`src/rtl/imu_pkg.sv`:
```
package imu_pkg;
  localparam int NSRC    = 4;
  localparam int NMODEM  = 4;
  // enable / pending bit positions
  localparam int EN_RXF  = 0;
  localparam int EN_TXE  = 1;
  localparam int EN_LINE = 2;
  localparam int EN_MDM  = 3;
  // modem pin index: 3 carrier, 2 ring, 1 data-set ready, 0 clear-to-send
  localparam int RING_IDX = 2;

  typedef enum logic [1:0] {
    VEC_MDM  = 2'b00,
    VEC_TXE  = 2'b01,
    VEC_RXF  = 2'b10,
    VEC_LINE = 2'b11
  } vec_code_e;

  function automatic vec_code_e pick_code(input logic [NSRC-1:0] m);
    if (m[EN_LINE])     return VEC_LINE;
    else if (m[EN_RXF]) return VEC_RXF;
    else if (m[EN_TXE]) return VEC_TXE;
    else                return VEC_MDM;
  endfunction

  function automatic logic [7:0] pack_vector(input logic [NSRC-1:0] m);
    vec_code_e c;
    c = pick_code(m);
    return {5'b0, c, ~(|m)};
  endfunction
endpackage

```
`src/rtl/imu_sync.sv`:
```
module imu_sync #(
  parameter int              WIDTH   = 4,
  parameter int              STAGES  = 2,
  parameter logic [WIDTH-1:0] RST_VAL = '1
) (
  input  logic             clk,
  input  logic             rst_n,
  input  logic [WIDTH-1:0] d_in,
  output logic [WIDTH-1:0] d_out
);
  logic [WIDTH-1:0] chain [STAGES];

  for (genvar s = 0; s < STAGES; s++) begin : g_stage
    always_ff @(posedge clk or negedge rst_n) begin
      if (!rst_n)      chain[s] <= RST_VAL;
      else if (s == 0) chain[s] <= d_in;
      else             chain[s] <= chain[(s == 0) ? 0 : s-1];
    end
  end

  assign d_out = chain[STAGES-1];
endmodule

```
`src/rtl/imu_modem_track.sv`:
```
module imu_modem_track
  import imu_pkg::*;
#(
  parameter int N = NMODEM
) (
  input  logic         clk,
  input  logic         rst_n,
  input  logic [N-1:0] lvl_n,
  input  logic         rd_clr,
  output logic [N-1:0] status,
  output logic [N-1:0] delta,
  output logic         any_delta
);
  logic [N-1:0] prev_n;
  logic [N-1:0] evt;
  logic         ring_rose;

  for (genvar i = 0; i < N; i++) begin : g_evt
    if (i == RING_IDX) begin : g_ring
      assign evt[i] = prev_n[i] & ~lvl_n[i];
    end else begin : g_any
      assign evt[i] = prev_n[i] ^ lvl_n[i];
    end
  end

  assign ring_rose = ~prev_n[RING_IDX] & lvl_n[RING_IDX];

  always_ff @(posedge clk or negedge rst_n) begin
    if (!rst_n) begin
      prev_n <= '1;
      delta  <= '0;
    end else begin
      prev_n <= lvl_n;
      delta  <= rd_clr ? evt : (delta | evt);
    end
  end

  assign status    = ~lvl_n;
  assign any_delta = |delta;

  AST_DELTA_HOLD: assert property (@(posedge clk) disable iff (!rst_n)
    !rd_clr |=> ((delta & $past(delta)) == $past(delta)));
  AST_READ_CLEAR: assert property (@(posedge clk) disable iff (!rst_n)
    (rd_clr && (evt == '0)) |=> (delta == '0));
  AST_RING_RISE_QUIET: assert property (@(posedge clk) disable iff (!rst_n)
    (!delta[RING_IDX] && ring_rose) |=> !delta[RING_IDX]);
endmodule

```
`src/rtl/imu_prio.sv`:
```
module imu_prio
  import imu_pkg::*;
(
  input  logic [NSRC-1:0] masked,
  output logic [7:0]      vec
);
  assign vec = pack_vector(masked);
endmodule

```
`src/rtl/irq_modem_unit.sv`:
```
module irq_modem_unit
  import imu_pkg::*;
#(
  parameter int SYNC_STAGES = 2
) (
  input  logic       clk,
  input  logic       rst_n,
  input  logic       src_line,
  input  logic       src_rxfull,
  input  logic       src_txempty,
  input  logic       en_wr,
  input  logic [7:0] en_wdata,
  output logic [7:0] en_rdata,
  output logic [7:0] vec_rdata,
  output logic       irq,
  input  logic       msr_rd,
  output logic [7:0] msr_rdata,
  input  logic       dcd_n,
  input  logic       ri_n,
  input  logic       dsr_n,
  input  logic       cts_n
);
  logic [NSRC-1:0]   en_q;
  logic [NSRC-1:0]   pend;
  logic [NSRC-1:0]   masked;
  logic [NMODEM-1:0] pins_sync;
  logic [NMODEM-1:0] mstat;
  logic [NMODEM-1:0] mdelta;
  logic              mdm_evt;
  logic              unused_hi;

  assign unused_hi = ^en_wdata[7:NSRC];

  always_ff @(posedge clk or negedge rst_n) begin
    if (!rst_n)     en_q <= '0;
    else if (en_wr) en_q <= en_wdata[NSRC-1:0];
  end
  assign en_rdata = {{(8-NSRC){1'b0}}, en_q};

  imu_sync #(.WIDTH(NMODEM), .STAGES(SYNC_STAGES), .RST_VAL('1)) u_sync (
    .clk   (clk),
    .rst_n (rst_n),
    .d_in  ({dcd_n, ri_n, dsr_n, cts_n}),
    .d_out (pins_sync)
  );

  imu_modem_track #(.N(NMODEM)) u_track (
    .clk       (clk),
    .rst_n     (rst_n),
    .lvl_n     (pins_sync),
    .rd_clr    (msr_rd),
    .status    (mstat),
    .delta     (mdelta),
    .any_delta (mdm_evt)
  );
  assign msr_rdata = {mstat, mdelta};

  always_comb begin
    pend          = '0;
    pend[EN_RXF]  = src_rxfull;
    pend[EN_TXE]  = src_txempty;
    pend[EN_LINE] = src_line;
    pend[EN_MDM]  = mdm_evt;
  end
  assign masked = pend & en_q;
  assign irq    = |masked;

  imu_prio u_prio (
    .masked (masked),
    .vec    (vec_rdata)
  );

  AST_LINE_WINS: assert property (@(posedge clk) disable iff (!rst_n)
    (src_line && en_q[EN_LINE]) |-> (vec_rdata[2:1] == 2'b11));
  AST_IRQ_FLAG: assert property (@(posedge clk) disable iff (!rst_n)
    irq != vec_rdata[0]);
  AST_MODEM_PENDS: assert property (@(posedge clk) disable iff (!rst_n)
    ((msr_rdata[3:0] != 4'h0) && en_rdata[3]) |-> irq);
endmodule

```
`config.mk`:
```
export PLATFORM = sky130hd
export DESIGN_NAME = irq_modem_unit
export DESIGN_NICKNAME = d
export VERILOG_FILES = /design/src/rtl/imu_pkg.sv /design/src/rtl/imu_sync.sv /design/src/rtl/imu_modem_track.sv /design/src/rtl/imu_prio.sv /design/src/rtl/irq_modem_unit.sv
export SDC_FILE = /design/constraint.sdc
export NUM_CORES = 1
export LEC_CHECK = 0
export ABC_AREA = 1
export BUFFER_PORTS_ARGS = -buffer_cell sky130_fd_sc_hd__buf_2
export CAP_MARGIN = 20
export CORE_MARGIN = 5
export CORE_UTILIZATION = 40
export DETAILED_ROUTE_END_ITERATION = 6
export HOLD_SLACK_MARGIN = 0.03
export PLACE_DENSITY_LB_ADDON = 0.05
export RECOVER_POWER = 50
export REMOVE_ABC_BUFFERS = 1
export SLEW_MARGIN = 30
export SYNTH_ARGS = -nofsm -noshare
export SYNTH_HDL_FRONTEND = slang
export SYNTH_SLANG_ARGS = --single-unit
```
`constraint.sdc`:
```
create_clock -name clk -period 2.5 [get_ports clk]
set_clock_uncertainty 0.2 [all_clocks]
set_input_delay 0.125 -clock clk [delete_from_list [all_inputs] [get_ports clk]]
set_output_delay 0.125 -clock clk [all_outputs]
set_load 0.05 [all_outputs]
```
* After elaboration in Yosys (flattened, before gate mapping)
Index checks and enable logic that the tools add are counted.
** Word-level totals
- Bits in registers :: 20
- Input bits :: 19
- Output and inout port bits :: 25
- Word-level logic and storage cells :: 20
** Operators by class
- Multiplexer cells :: 4
- Bitwise gates (word level) :: 9
- Reduce and logical (&&, ||, !) cells :: 2
** Operators by type and width (number)
- $reduce_or A4 Y1 :: 2
- $and A4 B4 Y4 :: 1
- $mux W2 :: 2
- $mux W4 :: 1
- $not A4 Y4 :: 1
- $or A4 B4 Y4 :: 1
- $xor A1 B1 Y1 :: 3
- $not A1 Y1 :: 2
- $and A1 B1 Y1 :: 1
- $mux W1 :: 1

* Depth between registers and ports, before layout
Gate-level depths: netlist (run 1).
- Word-level depth :: 5
- Mapped depth :: 4
- Mapped depth without buffers :: 4

* Hierarchy
From an unflattened synthesis (run 1), not the netlist that was laid out.
** Unflattened totals
- Cells, all modules :: 94
- Area total of the unflattened synthesis :: 864.6 um^2
** Modules (own cells, without submodules)
- imu_modem_track :: times used 1, cells an instance 34, area an instance 314.1 um^2, sequential area each 205.2 um^2
- imu_sync :: times used 1, cells an instance 12, area an instance 240.2 um^2, sequential area each 210.2 um^2
- irq_modem_unit :: times used 1, cells an instance 34, area an instance 232.7 um^2, sequential area each 100.1 um^2
- imu_prio :: times used 1, cells an instance 14, area an instance 77.6 um^2, sequential area each 0.0 um^2

* Worst setup path before layout (run 1)
Ideal clock, no wire load.
- Path kind :: reg-to-output
- Start point :: register u_track.delta[1]
- End point :: output port vec_rdata[0]
- Arrival time :: 1.299 ns
- Required time :: 2.175 ns
- Slack :: 0.876 ns
- Stages on the path, launching flop included :: 4
- Path buffers :: 0
- Cells stage by stage :: dfrtp_1 > nor2_2 > nand2_1 > a21oi_2
** Between the ends
- Longest elaborated chain between the ends :: 4
** Ends and longest elaborated chain
- from (decl) :: RTL line imu_modem_track.sv:11 : output logic [N-1:0] delta,
- from (signal assigned) :: RTL line imu_modem_track.sv:34 : delta <= rd_clr ? evt : (delta | evt);
- $reduce_or A4 Y1 :: RTL line imu_modem_track.sv:39 : assign any_delta = |delta;
- $and A4 B4 Y4 :: RTL line irq_modem_unit.sv:65 : assign masked = pend & en_q;
- $reduce_or A4 Y1 :: RTL line imu_pkg.sv:29 : return {5'b0, c, ~(|m)};
- $not A1 Y1 :: RTL line imu_pkg.sv:29
- to (decl) :: RTL line irq_modem_unit.sv:14 : output logic [7:0] vec_rdata,
Every way passes these cells.

==> results of run 1 <==
[worst max-delay path, stage by stage]
cell	delay, ns
dlygate4sd3_1	0.53
buf_2	0.12
nand2_1	0.06
dlygate4sd3_1	0.55
o21ai_0	0.08
dlygate4sd3_1	0.56
[power groups by stage]
stage          clock network, uW  registers, uW  logic [uW]
6_report                     145            368         213
5_1_grt                      174            372         229
4_1_cts                      155            371         214
3_5_place_dp                   0            376         189
3_3_place_gp                   0            375         188
2_1_floorplan                  0            419        96.6
[how the worst min path moves through the flow]
stage,cells past startpoint,startpoint,to
3_5_place_dp,1,rst_n,u_track.delta[3]
3_3_place_gp,1,rst_n,u_track.delta[1]
5_1_grt,0,u_sync.chain[4],u_sync.d_out[0]
4_1_cts,2,rst_n,u_track.delta[1]
6_report,0,u_sync.chain[4],u_sync.d_out[0]
2_1_floorplan,0,rst_n,en_q[0]
[through the flow]
step / std cells / setup WS (ns) / hold WS, ns / util
2_1_floorplan: 72 / 0.876 / -0.371 / -
3_3_place_gp: 129 / 1.23 / -0.112 / 0.488
3_5_place_dp: 129 / 1.23 / -0.109 / 0.488
4_1_cts: 151 / 0.500 / 0.102 / 0.596
5_1_grt: 151 / 0.424 / 0.176 / 0.595
6_report: 151 / 0.465 / 0.166 / 0.595
[cells by family (layout without fill, tap and decap cells)]
family | after synthesis | count (layout) | share of synthesized area
other | 1 | 9 | 0.00473
flip-flops | 20 | 20 | 0.651
buffers and inverters | 23 | 66 | 0.152
AO/OA/AOI/OAI | 9 | 9 | 0.0616
XOR/XNOR | 3 | 3 | 0.0332
AND/OR/NAND/NOR | 17 | 17 | 0.0979
[synth_stat cells]
cell type,count,area [um^2]
nand2_1,12,45.0
inv_1,14,52.6
dfrtp_1,8,200
o21ai_0,8,40.0
dfstp_2,12,315
nor2_2,1,6.26
buf_4,9,67.6
nand2_2,2,12.5
nor2_1,1,3.75
a21oi_2,1,8.76
xnor2_1,3,26.3
conb_1,1,3.75
nand3_2,1,10.0
[final cells by class]
class	count	area [um^2]	share of cell area
sequential	20	515	0.451
timing repair buffer	48	329	0.288
multi-input combinational	38	186	0.163
inverter	14	52.6	0.0460
tap	27	33.8	0.0295
clock buffer	4	26.3	0.0230
[per-layer routing]
layer	share of wire	vias up	wire (um)
met5	0	-	0
li1	-	298	-
met1	0.44	258	623
met2	0.45	23	647
met4	0.015	0	22
met3	0.096	2	138
[registers in the layout, summed over array words and instances (netlist names)]
signal / count
u_sync.d_out: 4
u_sync.chain: 4
u_track.prev_n: 4
en_q: 4
u_track.delta: 4
==> results.py, run 1 <==
metrics = {
    "run_status": {
        "outcome": "complete, no violations",
    },
    "route": {
        "routed-via-count": 581,
        "viasPerCell": 3.85,
        "dr.pass1.iters": 4,
        "post-route-drc-count": 0,
        "dr.first_iter.drc_count": 4,
        "routed_wl_mm": 1.43,
        "drtAntennaViolNets": 0,
        "wire_per_inst_um": 9.48,
    },
    "place": {
        "dpl_cell_area_um2": 938,
        "portBuffers": 30,
        "gp_congestion": 0.628,
        "hpwl_mm": 1.02,
    },
    "synth": {
        "synth-seq-cells": 20,
        "synth_area_um2": 792,
        "yosysSeqAreaShare": 0.651,
        "syn_area_per_cell_um2": 10.8,
        "synth_cell_type_count": 13,
        "synth.yosys.warnings": 0,
        "postSynthCellCount": 73,
    },
    "setup_path": {
        "r2r_end": "en_q[0]",
        "cp_max_fo": 1,
        "timing.rr.start": "en_q[0]",
        "worstPathArrival_ns": 2.01,
        "crit_type": "primary input to register",
        "cp-end-kind": "register",
        "crit_required_ns": 2.48,
        "crit_start": "en_wdata[2]",
        "r2r_slack_ns": 1.07,
        "critPathLaunchType": "primary input",
        "critPathCapture": "en_q[2]",
        "rr_worst_depth": 3,
    },
    "floorplanning": {
        "io_pins": 44,
        "core-area_um2": 1920,
        "die_width_um": 54.5,
        "start_util": 0.412,
        "row_count": 16,
        "dieArea_um2": 2970,
        "dieHeight_um": 54.5,
    },
    "power_and_ir_drop": {
        "p_sw_uw": 253,
        "peakVddDrop_mv": 0.344,
        "pwr-share-clk": 0.200,
        "pwr-share-comb": 0.293,
        "internal_power_uw": 473,
        "p_sw_frac": 0.348,
        "power_uw": 727,
        "p_leak_uw": 0.000590,
        "pwr_density_cell_nw_per_um2": 635,
        "pwr-share-seq": 0.507,
    },
    "global_route": {
        "use_met1": 0.151,
        "use_met3": 0.0245,
        "use_met2": 0.165,
        "grt_usage": 0.114,
        "grt.busiest_layer": "met2",
        "grt_pass1_vias": 577,
        "overflow": 0,
        "grt_max_degree": 21,
        "grt_pass1_wl_mm": 2.36,
        "antenna_found_initial": 0,
    },
    "final_layout": {
        "area_delta_synth_final_pct": 44.4,
        "fin_area_um2": 1140,
        "mostFrequentLayoutCells": "29 x buf_2, 18 x dlygate4sd3_1, 14 x inv_1, 12 x nand2_1, 9 x conb_1",
        "final_common_cell": "buf_2",
        "n_fill_cell": 167,
        "drive_gt1_frac": 0.363,
        "antenna-diode-count": 0,
        "fin_nets": 144,
    },
    "sta": {
        "maxSlewViolCount": 0,
        "fin_setup_tns_ns": 0,
        "tightest_slew_ns": 1.01,
        "max_freq_mhz": 491,
        "finalCriticalPeriod_ns": 2.03,
        "setup_violations": 0,
        "period_share": 0.814,
        "hold_viol": 0,
        "relSlewSlack": 0.326,
        "rsz0062_at_grt": "no",
    },
    "clock_tree": {
        "cts_buffers": 3,
        "path_clk_slew_ns": 0.10,
        "root_buffer": "clkbuf_4",
        "cts_tree": "built",
        "cts_max_level": 1,
        "cts_hold_buf": 18,
        "clock-sinks": 20,
        "clockBufferDepth": 2,
        "post_cts_buffers": 0,
        "clk_latency_ns": 0.28,
        "post_cts_resized": 0,
    },
    "job": {
        "maxCapViolCount": 0,
    },
    "hold_path": {
        "hold_path_class": "register to register",
    },
}
Note: power is estimated with default switching activity, not from simulation.
==> inputs of run 2 (changes only) <==
==> constraint.sdc (replaced) <==
create_clock -name clk -period 1.9 [get_ports clk]
set_clock_uncertainty 0.2 [all_clocks]
set_input_delay 0.095 -clock clk [delete_from_list [all_inputs] [get_ports clk]]
set_output_delay 0.095 -clock clk [all_outputs]
set_load 0.05 [all_outputs]
==> run 2 against run 1 <==
Combinational power up 27%. Die area unchanged. Global-route usage up 0.058 points. Final area down 2.6%. Cell count down 2.0%. Sequential power up 32%. Sequential share of layout area up 1.2 points. Critical path type is now register to primary output. Critical endpoint is now vec_rdata[0]. Largest cell class unchanged.
==> results.py, run 2 (synthesis gave the netlist of run 1 again) <==
metrics = {
    "route": {
        "wire_per_inst_um": 9.72,
        "viasPerCell": 3.86,
        "dr.pass1.iters": 1,
        "post-route-drc-count": 0,
        "dr_wl_met2_um": 675,
        "routed_wl_mm": 1.44,
        "drtAntennaViolNets": 0,
        "wl_met3_um": 133,
        "routed-via-count": 572,
        "highest_layer": "met4",
        "wl_met1_um": 608,
        "dr.first_iter.drc_count": 0,
    },
    "clock_tree": {
        "clockBufferDepth": 2,
        "cts_max_level": 1,
        "post_cts_buffers": 0,
        "clk_latency_ns": 0.28,
        "path_clk_slew_ns": 0.10,
        "root_buffer": "clkbuf_4",
        "post_cts_resized": 0,
        "cts_tree": "built",
        "clock-sinks": 20,
        "cts_buffers": 3,
        "cts_hold_buf": 15,
    },
    "floorplanning": {
        "dieArea_um2": 2970,
        "io_pins": 44,
        "row_count": 16,
        "start_util": 0.412,
        "dieHeight_um": 54.5,
        "core-area_um2": 1920,
        "die_width_um": 54.5,
    },
    "setup_path": {
        "max_stage_delay_ns": 0.41,
        "cp-end-kind": "primary output",
        "r2r_end": "u_track.delta[0]",
        "crit_start": "u_track.delta[1]",
        "path_cells": "nor2_2, nand2_1, a21oi_2, buf_2",
        "rr_worst_depth": 2,
        "crit_buf_inv": 1,
        "worstPathArrival_ns": 1.25,
        "path_delay_family": "flip-flops",
        "cp_num_cells": 4,
        "cp_max_fo": 3,
        "critPathCapture": "vec_rdata[0]",
        "timing.rr.start": "u_sync.d_out[0]",
        "r2r_slack_ns": 0.79,
        "crit_required_ns": 1.60,
        "critPathLaunchType": "register",
        "crit_type": "register to primary output",
        "critical_path.slowest_cell": "dfrtp_1",
    },
    "sta": {
        "period_share": 0.815,
        "max_freq_mhz": 646,
        "finalCriticalPeriod_ns": 1.55,
        "tightest_slew_ns": 0.998,
        "setup_violations": 0,
        "maxSlewViolCount": 0,
        "relSlewSlack": 0.334,
        "fin_setup_tns_ns": 0,
        "rsz0062_at_grt": "no",
        "hold_viol": 0,
    },
    "global_route": {
        "grt_usage": 0.114,
        "grt_pass1_wl_mm": 2.35,
        "overflow": 0,
        "grt_pass1_vias": 568,
        "antenna_found_initial": 0,
        "grt_max_degree": 21,
    },
    "final_layout": {
        "multi_input_area_um2": 186,
        "antenna-diode-count": 0,
        "area_delta_synth_final_pct": 40.6,
        "fin_nets": 141,
        "final_common_cell": "buf_2",
        "seq_area_um2": 515,
        "drive_gt1_frac": 0.372,
        "n_fill_cell": 177,
        "final_cells": 148,
        "mostFrequentLayoutCells": "29 x buf_2, 15 x dlygate4sd3_1, 14 x inv_1, 12 x nand2_1, 9 x conb_1",
    },
    "power_and_ir_drop": {
        "peakVddDrop_mv": 0.451,
        "p_leak_uw": 0.000576,
        "pwr_density_cell_nw_per_um2": 850,
    },
    "job": {
        "maxCapViolCount": 0,
    },
    "place": {
        "portBuffers": 30,
        "placed_cells": 129,
        "hpwl_mm": 1.02,
        "gp_congestion": 0.628,
    },
    "run_status": {
        "outcome": "complete, no violations",
    },
    "hold_path": {
        "hold_path_class": "register to register",
    },
}
-- run 2: cell type report --
class / count / share of cell area
Clock buffer: 4 / 0.0236
Inverter: 14 / 0.0472
Multi-Input combinational cell: 38 / 0.167
Sequential cell: 20 / 0.463
Tap cell: 27 / 0.0303
Timing Repair Buffer: 45 / 0.269
-- run 2: power by group --
part	leakage, uW	internal [uW]	total, uW	switching [uW]
Clock	0.0000150	81.4	191	110
Combinational	0.000344	69.9	271	201
Sequential	0.000217	464	485	21.0
-- run 2: how the worst min path moves through the flow --
stage / start / to / slack (ns) / cells after the start
floorplan: rst_n / en_q[0] / -0.40 / 0
global placement: rst_n / u_track.delta[1] / -0.14 / 1
detailed placement: rst_n / u_track.delta[3] / -0.14 / 1
CTS: rst_n / u_track.delta[1] / 0.07 / 2
global route: u_sync.chain[4] / u_sync.d_out[0] / 0.18 / 0
finish: u_sync.chain[4] / u_sync.d_out[0] / 0.17 / 0
-- run 2: stage by stage --
stage	hold slack (ns)	setup slack (ns)	cell area [um^2]	power (uW)	util
after global placement	-0.142	0.663	938	741	0.488
after floorplan	-0.401	0.306	754	679	-
after detailed placement	-0.139	0.656	938	744	0.488
final	0.167	0.351	1110	947	0.579
after CTS	0.0723	0.319	1110	964	0.580
after global routing	0.177	0.223	1110	1010	0.579
-- run 2: layer usage --
layer  up-vias  GRT usage
met5         -          0
met4         0     0.0747
met3         2     0.0245
met2        23      0.173
met1       255      0.146
li1        292          -
